<file path="config.mk">
export PLATFORM = sky130hd
export DESIGN_NAME = sport_err_flags
export DESIGN_NICKNAME = d
export VERILOG_FILES = /design/src/rtl/sport_flag_pkg.sv /design/src/rtl/sticky_err_cell.sv /design/src/rtl/tfs_tracker.sv /design/src/rtl/vec_sel.sv /design/src/rtl/sport_err_flags.sv
export SDC_FILE = /design/constraint.sdc
export NUM_CORES = 1
export LEC_CHECK = 0
export BUFFER_PORTS_ARGS = -buffer_cell sky130_fd_sc_hd__buf_2
export CAP_MARGIN = 20
export CORE_AREA = 2 2 39 41
export CTS_CLUSTER_DIAMETER = 150
export CTS_CLUSTER_SIZE = 12
export DETAILED_ROUTE_END_ITERATION = 6
export DIE_AREA = 0 0 41 43
export HOLD_SLACK_MARGIN = 0.08
export PLACE_DENSITY = 0.55
export SLEW_MARGIN = 15
export SYNTH_ARGS = -nofsm -noshare
export SYNTH_HDL_FRONTEND = slang
export SYNTH_SLANG_ARGS = --single-unit
</file>
<file path="constraint.sdc">
create_clock -name clk -period 1.3 [get_ports clk]
set_input_delay 0.195 -clock clk [delete_from_list [all_inputs] [get_ports clk]]
set_output_delay 0.195 -clock clk [all_outputs]
set_load 0.02 [all_outputs]
</file>
<file path="src/rtl/sport_flag_pkg.sv">
package sport_flag_pkg;
  typedef enum logic {
    MODE_NORMAL  = 1'b0,
    MODE_NETWORK = 1'b1
  } slot_mode_e;

  localparam int VEC_W = 2;
  localparam logic [VEC_W-1:0] VEC_RX     = 2'b00;
  localparam logic [VEC_W-1:0] VEC_RX_EXC = 2'b01;
  localparam logic [VEC_W-1:0] VEC_TX     = 2'b10;
  localparam logic [VEC_W-1:0] VEC_TX_EXC = 2'b11;

  localparam int NUM_ERR = 2;
  localparam int ERR_UNR = 0;
  localparam int ERR_OVR = 1;
endpackage

</file>
<file path="src/rtl/sticky_err_cell.sv">
module sticky_err_cell (
  input  logic clk,
  input  logic rst_n,
  input  logic en_i,
  input  logic set_i,
  input  logic rd_i,
  input  logic clr_i,
  output logic flag_o
);
  logic flag_q, arm_q;

  always_ff @(posedge clk) begin
    if (!rst_n || !en_i) begin
      flag_q <= 1'b0;
      arm_q  <= 1'b0;
    end else if (set_i) begin
      flag_q <= 1'b1;          // new event wins and disarms
      arm_q  <= 1'b0;
    end else if (arm_q && clr_i) begin
      flag_q <= 1'b0;
      arm_q  <= 1'b0;
    end else if (rd_i && flag_q) begin
      arm_q  <= 1'b1;
    end
  end

  assign flag_o = flag_q;


  set_sticks_chk: assert property (@(posedge clk) disable iff (!rst_n)
    (en_i && set_i) |=> flag_q);

  disable_clears_chk: assert property (@(posedge clk) disable iff (!rst_n)
    !en_i |=> !flag_q);

  clear_needs_arm_chk: assert property (@(posedge clk) disable iff (!rst_n)
    $fell(flag_q) |-> $past(!en_i || (arm_q && clr_i)));
endmodule

</file>
<file path="src/rtl/tfs_tracker.sv">
module tfs_tracker (
  input  logic clk,
  input  logic rst_n,
  input  logic en_i,
  input  logic net_i,
  input  logic slot_i,
  input  logic first_i,
  output logic tfs_o
);
  logic tfs_q;

  always_ff @(posedge clk) begin
    if (!rst_n || !en_i)    tfs_q <= 1'b0;
    else if (!net_i)        tfs_q <= 1'b0;
    else if (slot_i)        tfs_q <= first_i;
  end

  assign tfs_o = tfs_q;


  tfs_follow_chk: assert property (@(posedge clk) disable iff (!rst_n)
    (en_i && net_i && slot_i) |=> (tfs_q == $past(first_i)));
endmodule

</file>
<file path="src/rtl/vec_sel.sv">
module vec_sel
  import sport_flag_pkg::*;
(
  input  logic             unr_i,
  input  logic             ovr_i,
  output logic [VEC_W-1:0] tx_vec_o,
  output logic [VEC_W-1:0] rx_vec_o
);
  always_comb begin
    tx_vec_o = unr_i ? VEC_TX_EXC : VEC_TX;
    rx_vec_o = ovr_i ? VEC_RX_EXC : VEC_RX;
  end
endmodule

</file>
<file path="src/rtl/sport_err_flags.sv">
module sport_err_flags
  import sport_flag_pkg::*;
(
  input  logic             clk,
  input  logic             rst_n,
  input  logic             port_en,
  input  logic             rx_en,
  input  logic             net_mode,
  input  logic             slot_tx,
  input  logic             slot_rx,
  input  logic             frm_first,
  input  logic             tx_empty,
  input  logic             rx_ovr_det,
  input  logic             st_rd,
  input  logic             tx_data_wr,
  input  logic             tx_spec_wr,
  input  logic             rx_data_rd,
  output logic             unr_flag,
  output logic             ovr_flag,
  output logic             tfs_flag,
  output logic             tx_repeat,
  output logic [VEC_W-1:0] tx_vec,
  output logic [VEC_W-1:0] rx_vec
);
  slot_mode_e mode;
  logic tx_slot_ev;
  logic [NUM_ERR-1:0] err_set, err_clr, err_flag;

  assign mode       = slot_mode_e'(net_mode);
  assign tx_slot_ev = slot_tx && (mode == MODE_NETWORK || frm_first);

  always_comb begin
    err_set          = '0;
    err_clr          = '0;
    err_set[ERR_UNR] = tx_slot_ev && tx_empty;
    err_clr[ERR_UNR] = tx_data_wr || tx_spec_wr;
    err_set[ERR_OVR] = rx_en && slot_rx && rx_ovr_det;
    err_clr[ERR_OVR] = rx_data_rd;
  end

  for (genvar g = 0; g < NUM_ERR; g++) begin : g_err
    sticky_err_cell u_cell (
      .clk    (clk),
      .rst_n  (rst_n),
      .en_i   (port_en),
      .set_i  (err_set[g]),
      .rd_i   (st_rd),
      .clr_i  (err_clr[g]),
      .flag_o (err_flag[g])
    );
  end

  assign unr_flag  = err_flag[ERR_UNR];
  assign ovr_flag  = err_flag[ERR_OVR];
  assign tx_repeat = port_en && err_set[ERR_UNR];

  tfs_tracker u_tfs (
    .clk     (clk),
    .rst_n   (rst_n),
    .en_i    (port_en),
    .net_i   (net_mode),
    .slot_i  (slot_tx),
    .first_i (frm_first),
    .tfs_o   (tfs_flag)
  );

  vec_sel u_vec (
    .unr_i    (unr_flag),
    .ovr_i    (ovr_flag),
    .tx_vec_o (tx_vec),
    .rx_vec_o (rx_vec)
  );


  repeat_marks_unr_chk: assert property (@(posedge clk) disable iff (!rst_n)
    tx_repeat |=> unr_flag);

  rxen_no_clear_chk: assert property (@(posedge clk) disable iff (!rst_n)
    (port_en && ovr_flag && !rx_data_rd) |=> ovr_flag);

  normal_no_repeat_chk: assert property (@(posedge clk) disable iff (!rst_n)
    (!net_mode && !frm_first) |-> !tx_repeat);
endmodule

</file>
==> summary.md <==
| Metric | Value |
|---|---|
| Ports | `22` |
| TritonCTS clock tree | `done` |
| Layout overhead on the synthesized area | `41.20%` |
| Number of nets in the layout | `62` |
| Cell count after synthesis | `28` |
| Fin crit share | `0.8145` |
| Via count normalized by instance count | `4.143` |
| Row Count | `14` |
| Area of the core | `1384 um^2` |
| Clock buffers created by TritonCTS | `3` |
| Count of routing violations after the opening detailed-route iteration | `1` |
| Number of gates resized after CTS | `0` |
| Setup TNS Final | `0 ns` |
| Setup Buffers After CTS | `0` |
| Number of library cell types mapped by synthesis | `18` |
| Biggest fanout along the worst timing path | `3` |
| GRT overflow | `0` |
| Max H-tree Level | `1` |
| Pwr per Cell Area | `1039 nW/um^2` |
| Post-route minimum period | `1.059 ns` |
| Path type of the worst setup path | `input pin to primary output` |
| Synthesized cell area | `270.3 um^2` |
| Final Wtd Congestion | `0.6107` |
| Number of global-route vias before repair | `252` |
| Net count after synthesis | `42` |
| Proportion of power drawn by the clock network | `0.466` |
| Height of the chip | `43 um` |
| Maximum number of pins on one net before global-route repair | `5` |
| Number of clock sinks | `5` |
| Power spent charging and discharging nets | `0.09832 mW` |
| CP endpoint kind | `primary output` |
| CTS Root Cell | `clkbuf_4` |
| GRT Total Usage | `0.08534` |
| Net switching fraction of the power | `0.2481` |
| Post-DRT Antenna Nets | `0` |
| Static leakage | `0.1915 nW` |
| Fraction of power consumed by sequential logic | `0.400` |
| Internal power | `0.2980 mW` |
| Total power draw | `0.3964 mW` |
| Antenna violations before repair | `0` |
| Result of the run | `finished clean` |
| Maximum count of clock buffers along a single path | `2` |
| Post-route clock skew | `0.00007286 ns` |
| Clock transition at path regs | `0.05 ns` |
| Final hold violation count | `0` |
| Worst Path Required | `1.11 ns` |
| Total via count in the routed design | `261` |
| Yosys reg bits | `5` |
| Worst setup SP type | `input pin` |
| Number of fillers in the final layout | `168` |
| Worst-skew pair later-pin latency | `0.24 ns` |
| Achievable frequency | `944.4 MHz` |
| Half-perimeter wire length after placement | `486.8 um` |
| Share of cells above drive strength 1 | `0.5106` |
| Max Cap Viol | `0` |
| Per-instance average area after synthesis | `9.652 um^2` |
| First-pass DRT Iterations | `3` |
| Part of the power in combinational logic | `0.134` |
| Wire length of the first global-routing pass | `993 um` |
| Synth warn | `0` |
| WL final | `588 um` |
| DRC | `0` |
| Die footprint | `1763 um^2` |
| # setup viols final | `0` |
| DIE WIDTH | `41 um` |
| # diodes | `0` |
| Crit path DAT | `0.86 ns` |
| Sequential-to-total area share from yosys stat | `0.3704` |
| Final number of max-transition violations | `0` |
| Starting density of the core | `0.1953` |
| Port-buffer cells | `19` |
| Hold-fix buffers, CTS | `0` |
| Max rail drop VDD | `0.2782 mV` |
| Setup repair after global routing missed its margin | `false` |
| Min-delay worst type | `input pin to register` |
| Post-DR wirelength/cell | `9.333 um` |
==> cells in the final DEF (no fill, tap or decap) <==
cell type  count
dfxtp_1        5
a21boi_0       1
clkbuf_4       3
a211oi_2       1
nor3b_1        1
a32o_1         1
conb_1         2
o21ai_0        1
o21ba_2        1
and3_1         2
mux2i_1        1
clkbuf_1       1
o211a_1        1
nand2b_1       1
buf_2         19
a211oi_1       1
nand2_1        1
or3b_1         1
nand3b_1       2
and2_1         1
==> power groups by stage <==
| stage | Combinational [mW] | Clock, mW | Sequential, mW |
|---|---|---|---|
| 2_1_floorplan | 0.0286 | 0 | 0.164 |
| 3_3_place_gp | 0.0532 | 0 | 0.161 |
| 3_5_place_dp | 0.0539 | 0 | 0.161 |
| 4_1_cts | 0.0540 | 0.193 | 0.159 |
| 5_1_grt | 0.0589 | 0.204 | 0.159 |
| 6_report | 0.0532 | 0.185 | 0.159 |
==> final cells by class <==
cell class | instances | area [um^2] | share of cell area
repair buffers | 19 | 95.09 | 0.2492
well taps | 16 | 20.02 | 0.05246
multi-input cells | 19 | 140.1 | 0.3672
flip-flops and latches | 5 | 100.1 | 0.2623
clock buffers | 4 | 26.28 | 0.06885
==> synthesized netlist by cell type <==
cell	instances	area, um^2
a211oi_1	1	7.510
o211a_1	1	10.01
dfxtp_1	5	100.1
a211oi_2	1	12.51
o21ba_2	1	10.01
and3_1	2	12.51
mux2i_1	1	10.01
nand2b_1	1	6.260
o21ai_0	1	5.000
nand2_1	1	3.750
a32o_1	1	10.01
nand3b_1	2	15.01
or3b_1	1	8.760
a21boi_0	1	7.510
conb_1	2	7.510
buf_4	4	30.03
and2_1	1	6.260
nor3b_1	1	7.510
==> path summary, 6_finish.rpt <==
| kind | from | endpoint | slack, ns | depth (start not counted) |
|---|---|---|---|---|
| worst max register to register | g_err[0].u_cell.arm_q | g_err[0].u_cell.arm_q | 0.36 | 2 |
| worst max-delay path | frm_first | tx_repeat | 0.24 | 4 |
| worst min register to register | g_err[1].u_cell.arm_q | g_err[1].u_cell.arm_q | 0.50 | 2 |
| worst min-delay path | net_mode | u_tfs.tfs_o | 0.23 | 2 |
==> kinds of logic (layout without fill, tap and decap cells) <==
logic type | after synthesis | in the layout | synth area share
DFF | 5 | 5 | 0.3704
and+or+nand+nor | 9 | 9 | 0.2222
buffers and inverters | 4 | 23 | 0.1111
muxes | 1 | 1 | 0.03704
other | 2 | 2 | 0.02779
AOI/OAI and AO/OA | 7 | 7 | 0.2315
==> routing by layer <==
metal | global-route usage | routed length [um] | up-vias | part of all wire
met5 | 0 | 0 | - | 0
met4 | 0.06000 | 0 | 0 | 0
met3 | 0.04188 | 57 | 0 | 0.097
met2 | 0.1094 | 284 | 11 | 0.48
met1 | 0.1061 | 246 | 116 | 0.42
li1 | - | - | 134 | -
==> worst max-delay path, cell delays in order <==
cell	delay, ns
buf_2	0.10
o211a_1	0.25
and2_1	0.16
buf_2	0.15
==> through the flow <==
step	util	area (um^2)	worst slack (ns)	hold WS, ns	instances
after detailed placement	0.2568	355.3	0.2417	0.4772	59
after CTS	0.2758	381.6	0.2384	0.2219	63
after global placement	0.2568	355.3	0.2414	0.4765	59
final	0.2758	381.6	0.2412	0.2294	63
after floorplan	-	270.3	0.4114	0.3491	28
after global routing	0.2758	381.6	0.2082	0.2320	63
==> registers in the layout, summed over array words and instances (netlist names) <==
register / cells
g_err.u_cell.flag_o: 2
g_err.u_cell.arm_q: 2
u_tfs.tfs_o: 1
No activity file was read; power rests on OpenSTA's default activity.
